### src/rtl/dc_pkg.sv
package dc_pkg;
    typedef enum logic [1:0] {ST_IDLE, ST_RUN, ST_DRAIN} dc_state_e;
    typedef enum logic [1:0] {CLR_START, CLR_W1C, CLR_IDLE, CLR_PAL} dc_clr_e;

    localparam int C_RUN      = 0;
    localparam int C_IE_VSYNC = 2;
    localparam int C_IE_DONE  = 3;
    localparam int C_IE_PAL   = 4;
    localparam int C_IE_LINE  = 6;
    localparam int C_PANEL    = 7;
    localparam int C_LCLR     = 10;
    localparam int C_LMODE    = 20;

    localparam int S_DONE  = 0;
    localparam int S_VSYNC = 1;
    localparam int S_SYNCL = 2;
    localparam int S_ACB   = 3;
    localparam int S_LINE  = 4;
    localparam int S_FUF   = 5;
    localparam int S_PAL   = 6;
    localparam int STAT_W  = 7;

    localparam logic [1:0] LM_PAL_ONLY = 2'b01;

    function automatic dc_clr_e clr_kind(input int b);
        if (b == S_DONE) return CLR_START;
        if (b == S_SYNCL || b == S_FUF) return CLR_IDLE;
        if (b == S_PAL) return CLR_PAL;
        return CLR_W1C;
    endfunction
endpackage

### src/rtl/dc_ctrl_fsm.sv
module dc_ctrl_fsm
    import dc_pkg::*;
(
    input  logic      clk,
    input  logic      rst_n,
    input  logic      run_wr_i,
    input  logic      run_val_i,
    input  logic      frame_end_i,
    output dc_state_e state_o,
    output logic      start_o,
    output logic      done_set_o,
    output logic      pipe_en_o,
    output logic      drain_o
);
    dc_state_e state_q, state_d;
    logic go_req, stop_req;

    assign go_req   = run_wr_i && run_val_i;
    assign stop_req = run_wr_i && !run_val_i;

    always_comb begin
        state_d = state_q;
        unique case (state_q)
            ST_IDLE:  if (go_req) state_d = ST_RUN;
            ST_RUN:   if (stop_req) state_d = ST_RUN == ST_RUN ? ST_DRAIN : ST_RUN;
            ST_DRAIN: begin
                if (go_req) state_d = ST_RUN;
                else if (frame_end_i) state_d = ST_IDLE;
            end
            default:  state_d = ST_IDLE;
        endcase
    end

    always_ff @(posedge clk or negedge rst_n) begin
        if (!rst_n) state_q <= ST_IDLE;
        else        state_q <= state_d;
    end

    always_comb begin
        pipe_en_o  = 1'b0;
        drain_o    = 1'b0;
        start_o    = 1'b0;
        done_set_o = 1'b0;
        unique case (state_q)
            ST_IDLE:  start_o = go_req;
            ST_RUN:   pipe_en_o = 1'b1;
            ST_DRAIN: begin
                pipe_en_o  = 1'b1;
                drain_o    = 1'b1;
                done_set_o = !go_req && frame_end_i;
            end
            default: ;
        endcase
    end

    assign state_o = state_q;
endmodule

### src/rtl/dc_status_reg.sv
module dc_status_reg
    import dc_pkg::*;
(
    input  logic              clk,
    input  logic              rst_n,
    input  dc_state_e         state_i,
    input  logic [STAT_W-1:1] ev_i,
    input  logic              done_set_i,
    input  logic              start_i,
    input  logic              w1c_wr_i,
    input  logic [STAT_W-1:0] w1c_data_i,
    input  logic [1:0]        load_mode_i,
    output logic [STAT_W-1:0] stat_o
);
    logic is_idle;
    assign is_idle = (state_i == ST_IDLE);

    for (genvar b = 0; b < STAT_W; b++) begin : g_bit
        localparam dc_clr_e KIND = clr_kind(b);
        logic set_b, clr_b, q_b;

        if (b == S_DONE) begin : g_set_done
            assign set_b = done_set_i;
        end else begin : g_set_evt
            assign set_b = ev_i[b] && !is_idle;
        end

        always_comb begin
            unique case (KIND)
                CLR_START: clr_b = start_i;
                CLR_W1C:   clr_b = w1c_wr_i && w1c_data_i[b];
                CLR_IDLE:  clr_b = is_idle;
                CLR_PAL:   clr_b = is_idle ||
                                   (w1c_wr_i && w1c_data_i[b] && load_mode_i == LM_PAL_ONLY);
                default:   clr_b = 1'b0;
            endcase
        end

        always_ff @(posedge clk or negedge rst_n) begin
            if (!rst_n) q_b <= 1'b0;
            else        q_b <= set_b | (q_b & ~clr_b);
        end

        assign stat_o[b] = q_b;
    end
endmodule

### src/rtl/dc_irq_gen.sv
module dc_irq_gen
    import dc_pkg::*;
(
    input  logic              clk,
    input  logic              rst_n,
    input  logic [STAT_W-1:0] stat_i,
    input  logic              ie_vsync_i,
    input  logic              ie_done_i,
    input  logic              ie_pal_i,
    input  logic              ie_line_i,
    output logic              irq_o
);
    logic pending, irq_q;

    always_comb begin
        pending = (stat_i[S_DONE]  && ie_done_i)
               || (stat_i[S_VSYNC] && ie_vsync_i)
               || (stat_i[S_PAL]   && ie_pal_i)
               || (stat_i[S_LINE]  && ie_line_i)
               ||  stat_i[S_SYNCL]
               ||  stat_i[S_FUF];
    end

    always_ff @(posedge clk or negedge rst_n) begin
        if (!rst_n) irq_q <= 1'b0;
        else        irq_q <= pending;
    end

    assign irq_o = irq_q;
endmodule

### src/rtl/dc_ctrl_core.sv
module dc_ctrl_core
    import dc_pkg::*;
#(
    parameter int DATA_W = 32,
    parameter int ADDR_W = 2
) (
    input  logic              clk,
    input  logic              rst_n,
    input  logic              reg_wr_i,
    input  logic [ADDR_W-1:0] reg_addr_i,
    input  logic [DATA_W-1:0] reg_wdata_i,
    output logic [DATA_W-1:0] reg_rdata_o,
    input  logic [STAT_W-1:0] evt_i,
    output logic              pipe_en_o,
    output logic              drain_o,
    output logic              irq_o
);
    localparam logic [ADDR_W-1:0] ADDR_CTRL = ADDR_W'(0);
    localparam logic [ADDR_W-1:0] ADDR_STAT = ADDR_W'(1);
    localparam logic [DATA_W-1:0] CTRL_MASK = DATA_W'((1 << C_RUN) | (32'h1F << C_IE_VSYNC)
                                   | (1 << C_PANEL) | (1 << C_LCLR) | (3 << C_LMODE));

    logic [DATA_W-1:0] ctrl_q;
    logic [STAT_W-1:0] stat_q;
    logic              ctrl_wr, stat_wr, start, done_set;
    dc_state_e         state;

    assign ctrl_wr = reg_wr_i && (reg_addr_i == ADDR_CTRL);
    assign stat_wr = reg_wr_i && (reg_addr_i == ADDR_STAT);

    always_ff @(posedge clk or negedge rst_n) begin
        if (!rst_n)       ctrl_q <= '0;
        else if (ctrl_wr) ctrl_q <= reg_wdata_i & CTRL_MASK;
    end

    dc_ctrl_fsm u_fsm (
        .clk         (clk),
        .rst_n       (rst_n),
        .run_wr_i    (ctrl_wr),
        .run_val_i   (reg_wdata_i[C_RUN]),
        .frame_end_i (evt_i[0]),
        .state_o     (state),
        .start_o     (start),
        .done_set_o  (done_set),
        .pipe_en_o   (pipe_en_o),
        .drain_o     (drain_o)
    );

    dc_status_reg u_stat (
        .clk         (clk),
        .rst_n       (rst_n),
        .state_i     (state),
        .ev_i        (evt_i[STAT_W-1:1]),
        .done_set_i  (done_set),
        .start_i     (start),
        .w1c_wr_i    (stat_wr),
        .w1c_data_i  (reg_wdata_i[STAT_W-1:0]),
        .load_mode_i (ctrl_q[C_LMODE+1:C_LMODE]),
        .stat_o      (stat_q)
    );

    dc_irq_gen u_irq (
        .clk        (clk),
        .rst_n      (rst_n),
        .stat_i     (stat_q),
        .ie_vsync_i (ctrl_q[C_IE_VSYNC]),
        .ie_done_i  (ctrl_q[C_IE_DONE]),
        .ie_pal_i   (ctrl_q[C_IE_PAL]),
        .ie_line_i  (ctrl_q[C_IE_LINE]),
        .irq_o      (irq_o)
    );

    always_comb begin
        reg_rdata_o = '0;
        if (reg_addr_i == ADDR_CTRL)      reg_rdata_o = ctrl_q;
        else if (reg_addr_i == ADDR_STAT) reg_rdata_o[STAT_W-1:0] = stat_q;
    end
endmodule

### config.mk
export PLATFORM = sky130hd
export DESIGN_NAME = dc_ctrl_core
export DESIGN_NICKNAME = d
export VERILOG_FILES = /design/src/rtl/dc_pkg.sv /design/src/rtl/dc_ctrl_fsm.sv /design/src/rtl/dc_status_reg.sv /design/src/rtl/dc_irq_gen.sv /design/src/rtl/dc_ctrl_core.sv
export SDC_FILE = /design/constraint.sdc
export NUM_CORES = 1
export LEC_CHECK = 0
export ABC_AREA = 1
export CORE_UTILIZATION = 38
export DETAILED_ROUTE_END_ITERATION = 8
export PLACE_DENSITY = 0.85
export SLEW_MARGIN = 20
export SYNTH_ARGS = -nofsm -noshare
export SYNTH_HDL_FRONTEND = slang
export SYNTH_SLANG_ARGS = --single-unit
### constraint.sdc
create_clock -name clk -period 4 [get_ports clk]
set_input_delay 0.8 -clock clk [delete_from_list [all_inputs] [get_ports clk]]
set_output_delay 0.8 -clock clk [all_outputs]
set_load 0.01 [all_outputs]
**After elaboration in Yosys (flattened, before gate mapping)**

Cells that the tools add are included.

- Input bits: 44
- Bits in registers: 20
- Logic and storage cells: 82
- Output and inout port bits: 35

- Mux-type cells: 12
- Reduce and logical (&&, ||, !) cells: 33
- Bitwise operators: 20
- Equal/unequal tests: 7

Operators by type and width:

| operator | number |
|---|---|
| logical AND 1 bit | 20 |
| two-way mux 15 bit | 1 |
| two-way mux 7 bit | 2 |
| two-way mux 2 bit | 4 |
| AND 1 bit | 7 |
| bitwise OR 1 bit | 7 |
| equality test 2 x 1 -> 1 bit (second input constant) | 3 |
| logical OR 1 bit | 6 |
| NOT 1 bit | 6 |
| case mux 2 bit (3 select lines) | 1 |
| logical NOT 2 bit | 2 |
| two-way mux 1 bit | 4 |
| logical NOT 1 bit | 3 |
| != test 3 x 2 -> 1 bit (second input constant) | 1 |
| AND reduction 3 bit | 1 |
| equality test 2 bit (second input constant) | 1 |
| != test 2 x 1 -> 1 bit (second input constant) | 1 |
| != test 2 bit (second input constant) | 1 |
| OR reduction 2 bit | 1 |

**Logic depth before layout (Yosys ltp)**

- Depth in word-level cells: 8
- Mapped depth: 8
- Depth with buffers taken out: 8

**Modules after synthesis**

A second synthesis with hierarchy kept.

- Cell total of the unflattened synthesis: 188
- Area total of the unflattened synthesis: 1391.3 um2

By module, submodules not included:

| module | times used | cells an instance | seq. area each (um2) | area an instance (um2) |
|---|---|---|---|---|
| dc_ctrl_core | 1 | 102 | 250.2 | 742.0 |
| dc_status_reg | 1 | 42 | 175.2 | 345.3 |
| dc_ctrl_fsm | 1 | 32 | 50.0 | 237.7 |
| dc_irq_gen | 1 | 12 | 25.0 | 66.3 |

**Worst setup path after synthesis**

OpenSTA, ideal clock, no wires.

- Path kind: input to output
- Start point: input port reg_addr_i[0]
- End point: output port reg_rdata_o[0]
- Path slack: 1.791 ns
- Buffers on the path: 0
- Arrival time: 1.409 ns
- Required time: 3.200 ns
- Stages on the path: 3
- Cell sequence: nor2_4 -> inv_1 -> o21ai_0

- Cells in the longest elaborated chain, start to end: 3
- Elaborated cells between the ends (all ways): 4
- Classes of those cells: eq/ne: 1; mux: 2; reduce/logical: 1

RTL lines:

| element | RTL line | text |
|---|---|---|
| start, declared | dc_ctrl_core.sv:10 | `input logic [ADDR_W-1:0] reg_addr_i,` |
| equality test 2 x 1 -> 1 bit | dc_ctrl_core.sv:76 | `else if (reg_addr_i == ADDR_STAT) reg_rdata_o[STAT_W-1:0] = stat_q;` |
| two-way mux 7 bit | dc_ctrl_core.sv:76 |  |
| two-way mux 7 bit * | dc_ctrl_core.sv:75 | `if (reg_addr_i == ADDR_CTRL) reg_rdata_o = ctrl_q;` |
| end, declared | dc_ctrl_core.sv:12 | `output logic [DATA_W-1:0] reg_rdata_o,` |

Every way passes the cells marked *; elsewhere a longest branch is shown, timed or not.

**Final worst setup path**

Ends and elaborated chain as after synthesis.

==> flow_metrics.py <==
metrics = {
    "power": {
        "cellLeakagePower_nw": 0.7514,
        "total_power_mw": 0.7067,
        "power.share.clock_pct": 17.1,
        "total_switching_power_mw": 0.2549,
        "power_density_over_the_cells_nw_per_um2": 462.6,
        "power.share.switching_pct": 36.07,
        "largest_voltage_drop_on_the_vdd_net_mv": 0.1789,
        "design_internal_power_mw": 0.4518,
        "pwr-share-comb_pct": 40.2,
        "power.share.sequential_pct": 42.8,
    },
    "finish": {
        "layout.nets": 232,
        "drive_gt1_share_pct": 8.197,
        "area.growth.synth_to_final_pct": 28.80,
        "stdcell_area_um2": 1528,
        "final.fill_count": 290,
        "instances_no_fill": 214,
        "antennaDiodeCount": 0,
        "finish.utilization_pct": 53.55,
    },
    "synthesis": {
        "synth_area_leaders": "dfrtp_1 (42%), buf_4 (13%), nand2_1 (11%), inv_1 (6.0%), o21ai_0 (5.9%)",
        "syn-cell-area_um2": 1186,
        "ys_types": 22,
        "ys_seq_elements": 20,
        "post_synth.cell_area_avg_um2": 8.180,
        "synth_cells": 145,
        "synth_warnings": 0,
        "synth_seq_area_share_pct": 42.19,
        "netlist.top_cell.by_area": "dfrtp_1",
        "synth_top_area_share_pct": 42.19,
    },
    "placed_design": {
        "routabilityCongestion": 0.8013,
        "place_worst_setup_slack_ps": 697.0,
        "detailed_place.area_um2": 1491,
        "port_buffers": 36,
        "place_hpwl_um": 1884,
        "post-place-cells": 210,
    },
    "worst_setup_path": {
        "start_kind": "input pin",
        "critPathArrivalTime_ps": 2530,
        "worst_path_largest_cell_delay_ps": 580,
        "critPathKind": "in2out",
        "path_cells": "clkdlybuf4s50_1 > nor2_4 > inv_1 > o21ai_0 > clkdlybuf4s50_1",
        "worst_path_max_delay_cell": "clkdlybuf4s50_1",
        "critical_path_buf_inv_count": 3,
        "cp_data_required_time_ps": 3200,
        "cpMostUsedCell": "clkdlybuf4s50_1",
        "critPathTopFamily": "buffers and inverters",
        "critical_path_peak_fanout": 9,
        "timing.reg2reg.setup_slack_ps": 2530,
        "crit_path_end_kind": "output pin",
    },
    "clocking": {
        "cts.reportedPaths.clkPinSlew_ps": 120,
        "tritoncts": "built",
        "resize_count_post_cts": 0,
        "clk_path_buf_depth": 2,
        "numCtsBuffers": 3,
        "cts.sinks": 20,
        "clkLatencyLatePin_ps": 300,
        "hold_buffers": 0,
        "cts-root-buf": "clkbuf_4",
        "cts-htree-levels": 1,
        "cts.repair_timing.setup_buffer_count": 0,
    },
    "detailed_routing": {
        "drt_drc_violations_left": 2,
        "dr.first_iter.drc_count": 24,
        "vias": 991,
        "drtAntennaViolNets": 0,
        "detail_route.vias_per_cell": 4.631,
        "drt_pass1_iterations": 8,
        "total_routed_length_um": 2431,
        "detail_routed_net_length_per_standard_cell_um": 11.36,
    },
    "sta": {
        "hold_slack_ps": 517.5,
        "fmaxAchievable_ghz": 0.3003,
        "fin_tns_setup_ps": 0,
        "slew_violations": 0,
        "final_critical_path_setup_slack_ps": 670.2,
        "unrepaired_setup_endpoints_after_global_routing": "no",
        "setup_viol_count_final": 0,
        "timing.final.hold_violations": 0,
        "worst-slew-pin-transition_ps": 881.5,
        "slew_headroom_pct": 41.05,
        "clock_skew_ps": 3.278,
        "fin_crit_sh_pct": 83.25,
        "post-route-min-period_ps": 3330,
    },
    "global_routing": {
        "grt_pass1_wl_um": 4153,
        "grt_start_max_net_pins": 21,
        "global_route.overflow_total": 0,
        "grt_pass1_vias": 950,
        "global_route.usage.total_pct": 16.28,
        "grt_antenna_before_repair": 0,
    },
    "flow_run": {
        "max-cap-violations": 0,
    },
    "die": {
        "die_y_um": 57.87,
        "fp.dieArea_um2": 3349,
        "placement_rows": 19,
        "io-pin-count": 79,
        "overall_die_width_um": 57.87,
        "core-area_um2": 2853,
        "initial_core_util_pct": 41.58,
    },
    "outcome": {
        "failed_checks": "design-rule violations",
        "result_of_the_run": "finished with violations",
    },
    "min_path": {
        "min_path_type": "reg2reg",
    },
}
-- state kept, by name (all words and copies together) (netlist names) --
name and flops:
ctrl_q 10, u_irq.irq_o 1, u_stat.g_bit.q_b 7, u_fsm.state_o 2
-- cell type report --
| class | count | area (um2) | area share, % |
|---|---|---|---|
| inverter | 20 | 77.57 | 5.078 |
| tap | 31 | 38.79 | 2.539 |
| multi-input combinational | 103 | 514.2 | 33.66 |
| clock buffer | 4 | 36.28 | 2.375 |
| timing repair buffer | 36 | 360.3 | 23.59 |
| sequential | 20 | 500.5 | 32.76 |
-- cell usage after synthesis --
library cell  number
a211oi_1           1
a22o_1             1
a22o_2             3
buf_4             21
buf_6              1
conb_1             1
dfrtp_1           20
ha_1               4
inv_1             19
inv_4              1
nand2_1           35
nand2_2            3
nand2_4            1
nand3_1            3
nand3_2            1
nand3b_1           1
nand4_1            3
nor2_1             9
nor2_2             1
nor2_4             1
o21ai_0           14
o21ai_1            1
-- worst reg2reg max path: cells and delay by family (launching register included) --
kind	cells	cell delay, ps
simple gates	3	230
fa+ha+maj	1	230
flops	1	410
buf+inv	2	290
compound gates	2	220
-- power by group through the flow --
stage	Combinational, mW	Sequential, mW	Clock (mW)
final	0.284	0.302	0.121
after global routing	0.329	0.311	0.129
after CTS	0.287	0.302	0.122
after detailed placement	0.285	0.306	0
after global placement	0.278	0.304	0
after floorplan	0.185	0.296	0
-- path summary, 6_finish.rpt --
path | from | end | cells past startpoint
min in group asynchronous | rst_n | ctrl_q[3] | 1
min | u_stat.g_bit[3].q_b | u_stat.g_bit[3].q_b | 2
max in group asynchronous | rst_n | u_stat.g_bit[4].q_b | 1
min reg2reg | u_stat.g_bit[3].q_b | u_stat.g_bit[3].q_b | 2
max | reg_addr_i[0] | reg_rdata_o[0] | 5
max reg2reg | u_fsm.state_o[0] | u_fsm.state_o[0] | 8
-- placed cells by master (no fill, tap or decap), types with 3 or more instances in the layout --
master           netlist  routed
conb_1                 1      21
clkdlybuf4s50_1        0      36
clkbuf_4               0       3
inv_1                 19      19
nand3_1                3       3
a22o_2                 3       3
ha_1                   4       4
nand2_1               35      35
nor2_1                 9       9
nand4_1                3       3
nand2_2                3       3
o21ai_0               14      14
dfrtp_1               20      20
-- metal layers --
metal  track usage [%]  vias to the layer above  share of wire [%]
met5                 0                        -                  0
met1             21.17                      456                 42
met4             6.463                        0                2.6
met2             26.60                       40                 50
li1                  -                      487                  -
met3             3.348                        8                5.3
-- logic make-up (layout without fill, tap and decap cells) --
kind of cell	Yosys count	count (layout)	synth area share, %
simple gates	58	58	22.26
compound gates	20	20	10.23
other cells	1	21	0.3162
buf+inv	42	60	20.78
flops	20	20	42.19
fa+ha+maj	4	4	4.220
No activity file was read; power rests on OpenSTA's default activity.
